**src/rtl/mshr_pkg.sv**
```systemverilog
package mshr_pkg;
  typedef enum logic [1:0] {
    ST_FREE = 2'd0,
    ST_WAIT = 2'd1,
    ST_DONE = 2'd2
  } ent_st_e;

  localparam int KIND_W   = 5;
  localparam int KIND_TEX = 2;
endpackage

```
**src/rtl/mshr_pick_low.sv**
```systemverilog
module mshr_pick_low #(
  parameter int N  = 16,
  localparam int IW = (N > 1) ? $clog2(N) : 1
) (
  input  logic [N-1:0]  vec,
  output logic          found,
  output logic [IW-1:0] idx
);
  always_comb begin
    found = 1'b0;
    idx   = '0;
    for (int i = N - 1; i >= 0; i--) begin
      if (vec[i]) begin
        found = 1'b1;
        idx   = IW'(i);
      end
    end
  end
endmodule

```
**src/rtl/mshr_idq.sv**
```systemverilog
module mshr_idq #(
  parameter int DEPTH = 16,
  parameter int IDW   = 4,
  localparam int PW   = (DEPTH > 1) ? $clog2(DEPTH) : 1,
  localparam int CW   = $clog2(DEPTH + 1)
) (
  input  logic           clk,
  input  logic           rst_n,
  input  logic           push,
  input  logic [IDW-1:0] push_id,
  input  logic           pop,
  output logic [IDW-1:0] head_id,
  output logic           empty
);
  logic [IDW-1:0] slot_q [DEPTH];
  logic [PW-1:0]  wr_q, wr_n, rd_q, rd_n;
  logic [CW-1:0]  cnt_q, cnt_n;
  logic           do_push, do_pop;

  assign empty   = (cnt_q == '0);
  assign head_id = slot_q[rd_q];
  assign do_push = push && (cnt_q != CW'(DEPTH));
  assign do_pop  = pop && !empty;

  always_comb begin
    wr_n  = wr_q;
    rd_n  = rd_q;
    cnt_n = cnt_q;
    if (do_push) wr_n = (wr_q == PW'(DEPTH - 1)) ? '0 : wr_q + PW'(1);
    if (do_pop)  rd_n = (rd_q == PW'(DEPTH - 1)) ? '0 : rd_q + PW'(1);
    if (do_push && !do_pop)      cnt_n = cnt_q + CW'(1);
    else if (!do_push && do_pop) cnt_n = cnt_q - CW'(1);
  end

  always_ff @(posedge clk or negedge rst_n) begin
    if (!rst_n) begin
      wr_q  <= '0;
      rd_q  <= '0;
      cnt_q <= '0;
    end else begin
      wr_q  <= wr_n;
      rd_q  <= rd_n;
      cnt_q <= cnt_n;
    end
  end

  always_ff @(posedge clk) begin
    if (do_push) slot_q[wr_q] <= push_id;
  end
endmodule

```
**src/rtl/mshr_unit.sv**
```systemverilog
module mshr_unit #(
  parameter int ENTRIES = 16,
  parameter int ADDR_W  = 32,
  parameter int WARP_W  = 6,
  localparam int IDX_W  = (ENTRIES > 1) ? $clog2(ENTRIES) : 1,
  localparam int CNT_W  = $clog2(ENTRIES + 1)
) (
  input  logic              clk,
  input  logic              rst_n,
  input  logic              req_valid,
  input  logic [ADDR_W-1:0] req_addr,
  input  logic [WARP_W-1:0] req_warp,
  input  logic [4:0]        req_kind,
  output logic              req_accept,
  output logic [IDX_W-1:0]  req_id,
  output logic              req_merged,
  output logic              mem_issue,
  input  logic [CNT_W:0]    room_need,
  output logic              room_ok,
  output logic [CNT_W-1:0]  free_count,
  input  logic              rsp_valid,
  input  logic [IDX_W-1:0]  rsp_id,
  output logic              ret_valid,
  input  logic              ret_pop,
  output logic [IDX_W-1:0]  ret_id,
  output logic [ADDR_W-1:0] ret_addr,
  output logic [WARP_W-1:0] ret_warp,
  output logic [4:0]        ret_kind,
  output logic [CNT_W-1:0]  peak_used
);
  import mshr_pkg::*;

  // per-entry state
  ent_st_e           st_q   [ENTRIES];
  ent_st_e           st_n   [ENTRIES];
  logic [ADDR_W-1:0] addr_q [ENTRIES];
  logic [WARP_W-1:0] warp_q [ENTRIES];
  logic [4:0]        kind_q [ENTRIES];
  logic              mrg_q  [ENTRIES];
  logic              mrg_n  [ENTRIES];
  logic              nv_q   [ENTRIES];
  logic              nv_n   [ENTRIES];
  logic [IDX_W-1:0]  nx_q   [ENTRIES];
  logic [IDX_W-1:0]  nx_n   [ENTRIES];
  logic [IDX_W-1:0]  tail_q [ENTRIES];
  logic [IDX_W-1:0]  tail_n [ENTRIES];

  logic [ENTRIES-1:0] free_vec, cand_vec;
  logic               fr_any, mt_any;
  logic [IDX_W-1:0]   fr_idx, mt_idx;
  logic               is_tex_req, do_merge;

  // chain walk state of the normal return path
  logic             walk_q, walk_n;
  logic [IDX_W-1:0] wptr_q, wptr_n;
  logic [CNT_W-1:0] peak_q, peak_n;

  logic             rq_empty, tq_empty, rq_push, rq_pop, tq_push, tq_pop;
  logic [IDX_W-1:0] rq_head, tq_head, norm_id;
  logic             norm_rdy, tex_rdy, pop_any, pop_norm;
  logic             rsp_ok;
  logic [CNT_W-1:0] used_now, used_nxt;

  // candidate vectors
  for (genvar g = 0; g < ENTRIES; g++) begin : g_cmp
    assign free_vec[g] = (st_q[g] == ST_FREE);
    assign cand_vec[g] = (st_q[g] == ST_WAIT) && !mrg_q[g] &&
                         !kind_q[g][KIND_TEX] && (addr_q[g] == req_addr);
  end

  mshr_pick_low #(.N(ENTRIES)) u_free_pick (
    .vec(free_vec), .found(fr_any), .idx(fr_idx)
  );
  mshr_pick_low #(.N(ENTRIES)) u_hit_pick (
    .vec(cand_vec), .found(mt_any), .idx(mt_idx)
  );

  // request side
  assign is_tex_req = req_kind[KIND_TEX];
  assign req_accept = req_valid && fr_any;
  assign do_merge   = req_accept && !is_tex_req && mt_any;
  assign req_merged = do_merge;
  assign mem_issue  = req_accept && !do_merge;
  assign req_id     = fr_idx;

  always_comb begin
    free_count = '0;
    for (int i = 0; i < ENTRIES; i++) free_count = free_count + CNT_W'(free_vec[i]);
  end
  assign room_ok = ({1'b0, free_count} >= room_need);

  // return side
  assign rsp_ok   = rsp_valid && (st_q[rsp_id] == ST_WAIT) && !mrg_q[rsp_id];
  assign rq_push  = rsp_ok && !kind_q[rsp_id][KIND_TEX];
  assign tq_push  = req_accept && is_tex_req;
  assign norm_rdy = walk_q || !rq_empty;
  assign norm_id  = walk_q ? wptr_q : rq_head;
  assign tex_rdy  = !tq_empty && (st_q[tq_head] == ST_DONE);
  assign ret_valid = norm_rdy || tex_rdy;
  assign ret_id    = norm_rdy ? norm_id : tq_head;
  assign ret_addr  = addr_q[ret_id];
  assign ret_warp  = warp_q[ret_id];
  assign ret_kind  = kind_q[ret_id];
  assign pop_any   = ret_pop && ret_valid;
  assign pop_norm  = pop_any && norm_rdy;
  assign rq_pop    = pop_norm && !walk_q;
  assign tq_pop    = pop_any && !norm_rdy;

  mshr_idq #(.DEPTH(ENTRIES), .IDW(IDX_W)) u_ret_q (
    .clk(clk), .rst_n(rst_n), .push(rq_push), .push_id(rsp_id),
    .pop(rq_pop), .head_id(rq_head), .empty(rq_empty)
  );
  mshr_idq #(.DEPTH(ENTRIES), .IDW(IDX_W)) u_tex_q (
    .clk(clk), .rst_n(rst_n), .push(tq_push), .push_id(fr_idx),
    .pop(tq_pop), .head_id(tq_head), .empty(tq_empty)
  );

  // next state
  always_comb begin
    st_n   = st_q;
    mrg_n  = mrg_q;
    nv_n   = nv_q;
    nx_n   = nx_q;
    tail_n = tail_q;
    walk_n = walk_q;
    wptr_n = wptr_q;
    if (pop_norm) begin
      walk_n = nv_q[norm_id];
      wptr_n = nx_q[norm_id];
    end
    if (pop_any) begin
      st_n[ret_id]  = ST_FREE;
      mrg_n[ret_id] = 1'b0;
      nv_n[ret_id]  = 1'b0;
    end
    if (rsp_ok) st_n[rsp_id] = ST_DONE;
    if (req_accept) begin
      st_n[fr_idx]   = ST_WAIT;
      mrg_n[fr_idx]  = do_merge;
      nv_n[fr_idx]   = 1'b0;
      tail_n[fr_idx] = fr_idx;
      if (do_merge) begin
        nv_n[tail_q[mt_idx]] = 1'b1;
        nx_n[tail_q[mt_idx]] = fr_idx;
        tail_n[mt_idx]       = fr_idx;
      end
    end
  end

  assign used_now = CNT_W'(ENTRIES) - free_count;
  assign used_nxt = used_now + CNT_W'(req_accept) - CNT_W'(pop_any);
  assign peak_n   = (used_nxt > peak_q) ? used_nxt : peak_q;
  assign peak_used = peak_q;

  // registers
  always_ff @(posedge clk or negedge rst_n) begin
    if (!rst_n) begin
      for (int i = 0; i < ENTRIES; i++) begin
        st_q[i]   <= ST_FREE;
        mrg_q[i]  <= 1'b0;
        nv_q[i]   <= 1'b0;
        nx_q[i]   <= '0;
        tail_q[i] <= '0;
      end
      walk_q <= 1'b0;
      wptr_q <= '0;
      peak_q <= '0;
    end else begin
      st_q   <= st_n;
      mrg_q  <= mrg_n;
      nv_q   <= nv_n;
      nx_q   <= nx_n;
      tail_q <= tail_n;
      walk_q <= walk_n;
      wptr_q <= wptr_n;
      peak_q <= peak_n;
    end
  end

  // payload registers, loaded only on allocation
  always_ff @(posedge clk) begin
    if (req_accept) begin
      addr_q[fr_idx] <= req_addr;
      warp_q[fr_idx] <= req_warp;
      kind_q[fr_idx] <= req_kind;
    end
  end
endmodule

```
**config.mk**
```make
export PLATFORM = sky130hd
export DESIGN_NAME = mshr_unit
export DESIGN_NICKNAME = d
export VERILOG_FILES = /design/src/rtl/mshr_pkg.sv /design/src/rtl/mshr_pick_low.sv /design/src/rtl/mshr_idq.sv /design/src/rtl/mshr_unit.sv
export SDC_FILE = /design/constraint.sdc
export NUM_CORES = 2
export LEC_CHECK = 0
export BUFFER_PORTS_ARGS = -buffer_cell sky130_fd_sc_hd__buf_2
export CAP_MARGIN = 20
export CORE_ASPECT_RATIO = 0.5
export CORE_MARGIN = 10
export CORE_UTILIZATION = 57
export CTS_CLUSTER_SIZE = 25
export DETAILED_ROUTE_END_ITERATION = 12
export GPL_TIMING_DRIVEN = 1
export HOLD_SLACK_MARGIN = 0.1
export PLACE_DENSITY = 0.77
export REMOVE_ABC_BUFFERS = 1
export SLEW_MARGIN = 40
export SYNTH_ARGS = -nofsm -noshare
export SYNTH_HDL_FRONTEND = slang
export SYNTH_SLANG_ARGS = --single-unit
```
**constraint.sdc**
```tcl
create_clock -name clk -period 6.3 [get_ports clk]
set_input_delay 0.315 -clock clk [delete_from_list [all_inputs] [get_ports clk]]
set_output_delay 0.315 -clock clk [all_outputs]
set_load 0.05 [all_outputs]
```
# Word level (Yosys, flattened, before mapping)
# Memory sizes are Yosys's and may differ from the RTL's.
# Cells that the tools add are included.
# op_classes
mul	0
reduce_logical	141
n_div	0
addsub	26
muxes	129
n_eq_ne	40
magnitude_cmp	14
bitwise_logic	21
shifts	0
# op_table
cell	count
equality test 32 bit	16
bitwise mux 64 bit	3
two-way mux 4 bit	45
two-way mux 32 bit	3
AND 16 bit	5
two-way mux 16 bit	5
logical AND 1 bit	74
two-way mux 64 bit	1
inverter 16 bit	4
adder 5 x 1 -> 5 bit	12
demux 4 bit (select 4 bit)	3
OR 16 bit	3
two-way mux 1 bit	45
logical NOT 1 bit	44
greater-or-equal comparator 5 bit, second input constant	7
inverter 4 -> 5 bit	7
equality test 2 x 1 -> 1 bit, second input constant	17
AND 32 bit	1
binary-select mux 4 bit (select 4 bit)	2
logical NOT 2 bit	16
inverter 32 bit	1
less-than comparator 5 x 1 -> 1 bit, second input constant	5
demux 2 bit (select 4 bit)	3
two-way mux 5 bit	4
23 further kinds	45
# totals
romBits	0
wordCells	465
out_inout_bits	66
ramBits	816
mem_count	5
reg_bits	228
inputBits	58
latchBits	0
# memory_table
memory	words	word_bits	read_ports	rd_clocked_by_memory_dff	wr	line_no	text
addr_q	16	32	17	0	1	mshr_unit.sv:36	logic [ADDR_W-1:0] addr_q [ENTRIES];
warp_q	16	6	1	0	1	mshr_unit.sv:37	logic [WARP_W-1:0] warp_q [ENTRIES];
kind_q	16	5	18	0	1	mshr_unit.sv:38	logic [4:0] kind_q [ENTRIES];
u_ret_q.slot_q	16	4	1	0	1	mshr_idq.sv:15	logic [IDW-1:0] slot_q [DEPTH];
u_tex_q.slot_q	16	4	1	0	1	mshr_idq.sv:15	

# Logic depth before layout (Yosys ltp)
# logic_depth
word_depth	32
depth_mapped	25
depth_no_buf	23

# Modules after synthesis
# From an unflattened synthesis, not the netlist that was laid out.
# hier_totals
cells_unflattened	3403
hier_area_um2	49822.8
# by_module_without_submodules
mod	n_inst	area_each_um2	cells_per_inst
mshr_unit	1	42757.3	2905
mshr_idq at u_tex_q	1	3374.5	223
mshr_idq at u_ret_q	1	3333.2	209
mshr_pick_low	2	178.9	33

# Worst setup path before layout
# Ideal clock, no wire load.
# synth_timing
path_kind	flip-flop to flip-flop
from	register st_q[2] in the netlist's numbering
to	register nv_q[3] in the netlist's numbering
synth_period_minus_slack_ps	6203
arrival_time_ps	6082
stages_incl_launch_ff	16
path_buffers	2
path_slack_ps	97
required_time_ps	6178
path_cell_list	dfrtp_1 -> or2_2 -> a21oi_1 -> o22ai_1 -> a21oi_1 -> o22ai_1 -> a21oi_1 -> o21ai_0 -> a21boi_0 -> or2_2 -> clkbuf_1 -> inv_1 -> clkbuf_1 -> nor3_1 -> inv_1 -> a31o_2
# synth_rtl
item	line_no	text
from (decl)	mshr_unit.sv:34	ent_st_e st_q [ENTRIES];
from (signal assigned)	mshr_unit.sv:169	st_q <= st_n;
to (signal assigned)	mshr_unit.sv:171	nv_q <= nv_n;
to (decl)	mshr_unit.sv:41	logic nv_q [ENTRIES];

# Final worst setup path
# layout_timing
from	register st_q[4] in the netlist's numbering
to	output port room_ok
# layout_between
elab_chain_len	5
# layout_rtl
item	line_no	text
logical NOT 2 bit	mshr_unit.sv:66	assign free_vec[g] = (st_q[g] == ST_FREE);
adder 5 x 1 -> 5 bit (3 in a row)	mshr_unit.sv:88	for (int i = 0; i < ENTRIES; i++) free_count = free_count + CNT_W'(free_vec[i]);
greater-or-equal comparator 5 x 6 -> 1 bit	mshr_unit.sv:90	assign room_ok = ({1'b0, free_count} >= room_need);
to (decl)	mshr_unit.sv:19	output logic room_ok,
# No other way between the ends.

==> flow_metrics.py <==
metrics = {
    "timing": {
        "timing.final.crit_period_ps": 5950,
        "final-setup-viol-count": 0,
        "maxSlewViolCount": 0,
        "whs_ps": 118,
        "period_share": 0.944,
        "relSlewSlack": 0.355,
        "setup_slack_ps": 354,
        "hold_viol": 0,
        "worst_pin_slew_ps": 965,
        "rsz0062_at_grt": "false",
        "max_freq_mhz": 168,
        "fin_skew_ps": 35.4,
    },
    "detailed_routing": {
        "drc": 0,
        "first_pass_iters": 8,
        "routedWlPerCell_um": 33.5,
        "postRouteAntennaNets": 0,
        "drt_iter0_markers": 5288,
        "wl_um": 173000,
        "via_per_inst": 6.74,
        "vias": 34800,
    },
    "synth": {
        "avgSynthCellArea_um2": 14.3,
        "syn_area_um2": 51900,
        "netlist_top_cells_area": "edfxtp_1, mux4_2, dfrtp_1, xnor2_1, xor2_1",
        "synth_seq_area_share": 0.582,
        "syn_inst": 3632,
        "ys_seq_elements": 1044,
        "ys_warn_count": 0,
        "synth-edff-count": 816,
        "async_flop_share": 0.218,
        "synth_cell_types": 91,
        "dominantRegCellSynth": "edfxtp_1",
        "yosysTopAreaCellShare": 0.472,
        "yosysTopAreaCell": "edfxtp_1",
    },
    "critical_path": {
        "worst_setup_path_start_kind": "flop",
        "crit_slowest_cell": "fa_1",
        "crit_buf_inv": 3,
        "required_ps": 5980,
        "path_cells": "nor2_1 -> fa_1 -> fa_1 -> inv_1 -> fa_1 -> fa_1 -> inv_1 -> ha_1 -> fa_1 -> xor2_2 -> ha_1 -> nor2b_1 -> o21ai_0 -> nand2b_1 -> a21oi_1 -> nor2_1 -> buf_2",
        "reg2reg_depth": 17,
        "cp_common_cell": "fa_1",
        "cp_top_family": "adder cells",
        "cp-end-kind": "output port",
        "cp_max_fo": 5,
        "arrival_ps": 5630,
        "critPathKind": "flop to output port",
        "critPathMaxStageDelay_ps": 560,
        "path_depth": 17,
    },
    "floorplanning": {
        "fp.dieW_um": 447,
        "die_area_um2": 104000,
        "rows": 78,
        "initial_core_util": 0.574,
        "coreArea_um2": 90500,
        "boundaryPins": 124,
        "die_y_um": 233,
    },
    "cells_and_area": {
        "final_cell_count_no_fill": 5157,
        "layout_common_cells": "edfxtp_1, xnor2_1, mux4_2",
        "syn_to_final_growth_pct": 12.1,
        "regArea_um2": 30200,
        "drive_gt1_frac": 0.213,
        "multi_input_area_um2": 20800,
        "nets": 3982,
        "fillers": 6608,
        "final_common_cell": "edfxtp_1",
    },
    "global_routing": {
        "grt-ovfl-total": 0,
        "antenna_found_initial": 14,
        "grt_pass1_wl_um": 247000,
        "grt_pass1_vias": 33900,
        "grt_max_degree": 94,
        "grt_usage": 0.330,
    },
    "hold_path": {
        "min_path_type": "primary input to flop",
        "hold_depth": 1,
    },
    "placed_design": {
        "routabilityCongestion": 1.02,
        "numPortBuffers": 123,
        "preCtsSetupSlack_ps": 301,
        "dp.cells": 4945,
        "dpl.hpwl_um": 128000,
    },
    "clocking": {
        "max-clock-path-buffers": 3,
        "cts.clk_slew.worst_paths_ps": 60,
        "cts-htree-levels": 3,
        "cts_sinks": 1044,
        "tritoncts": "built",
        "cts_root_buffer": "clkbuf_16",
        "cts_made_buffers": 91,
        "clkLatencyLatePin_ps": 730,
    },
    "job": {
        "maxCapViolations": 0,
    },
    "outcome": {
        "status": "finished clean",
    },
}
==> stage by stage <==
stage | TNS (ps) | instance area (um2) | utilization
3_5_place_dp | 0 | 54900 | 0.607
3_3_place_gp | 0 | 54700 | 0.605
2_1_floorplan | -809060 | 51100 | -
6_report | 0 | 58200 | 0.643
5_1_grt | 0 | 58200 | 0.643
4_1_cts | 0 | 58100 | 0.642
==> cells in the mapped netlist, drive strengths merged (4+ instances only) <==
cell type / instances
mux4: 266
nand2: 244
nor4: 86
inv: 74
o211ai: 12
or4b: 4
nand2b: 24
and3: 11
mux2i: 86
buf: 99
nand4: 163
or3: 8
nor4b: 23
nor2b: 25
or4: 22
or3b: 4
nand3b: 5
nand4b: 16
clkbuf: 80
mux2: 85
a21boi: 5
and4: 10
a31oi: 5
nor2: 185
a22o: 11
fa: 13
xor2: 185
a21oi: 62
a31o: 12
a211oi: 8
and2: 23
nor3: 65
or2: 13
nor3b: 15
edfxtp: 816
o21a: 9
a21o: 15
o22ai: 4
o21ai: 101
dfrtp: 228
xnor2: 345
nand3: 81
ha: 38
==> worst paths after layout <==
check,start,end,slack [ps]
min reg2reg,nv_q[7],nv_q[7],470
min,rsp_id[0],u_ret_q.slot_q[14][0],120
max,st_q[4],room_ok,350
max reg2reg,st_q[4],peak_used[0],550
min in group asynchronous,rst_n,nx_q[45],210
max in group asynchronous,rst_n,st_q[5],4870
==> registers in the layout, summed over array words and instances (netlist names), 16 cells and up <==
name            flops
nv_q               16
u_tex_q.slot_q     64
nx_q               64
warp_q             96
mrg_q              16
tail_q             64
st_q               32
addr_q            512
u_ret_q.slot_q     64
kind_q             80
==> cell type report <==
class,instances,share of cell area
timing repair buffer,327,0.0426
multi-input combinational,2333,0.357
inverter,76,0.00505
antenna,7,0.000301
clock inverter,55,0.00896
tap,1200,0.0258
clock buffer,115,0.0410
sequential,1044,0.519
==> kinds of logic (layout without fill, tap and decap cells) <==
group,after synthesis,in the layout,synth area share
buffers and inverters,255,573,0.0217
adder cells (fa/ha/maj),51,51,0.0142
other,0,7,0
AND/OR/NAND/NOR,1037,1037,0.108
multiplexers,437,437,0.150
XOR/XNOR,530,530,0.0894
AO/OA/AOI/OAI,278,278,0.0346
flip-flops,1044,1044,0.582
==> layer usage <==
metal | vias up | global-route usage | wire length, um
li1 | 14400 | - | -
met1 | 17800 | 0.449 | 66400
met2 | 2164 | 0.512 | 78200
met3 | 380 | 0.0834 | 19800
met4 | 14 | 0.132 | 8210
met5 | - | 0 | 96
==> what timing repair did <==
action | 4_1_cts | 5_1_grt
setup buffers | 0 | 0
hold buffers | 32 | 0
resized for setup | 0 | 2
setup endpoints to repair | 0 | 6
endpoints found under the hold margin | 365 | 0
Power is not shown: default switching activity piles up to over one toggle a cycle in this logic, so the estimate is an artifact.
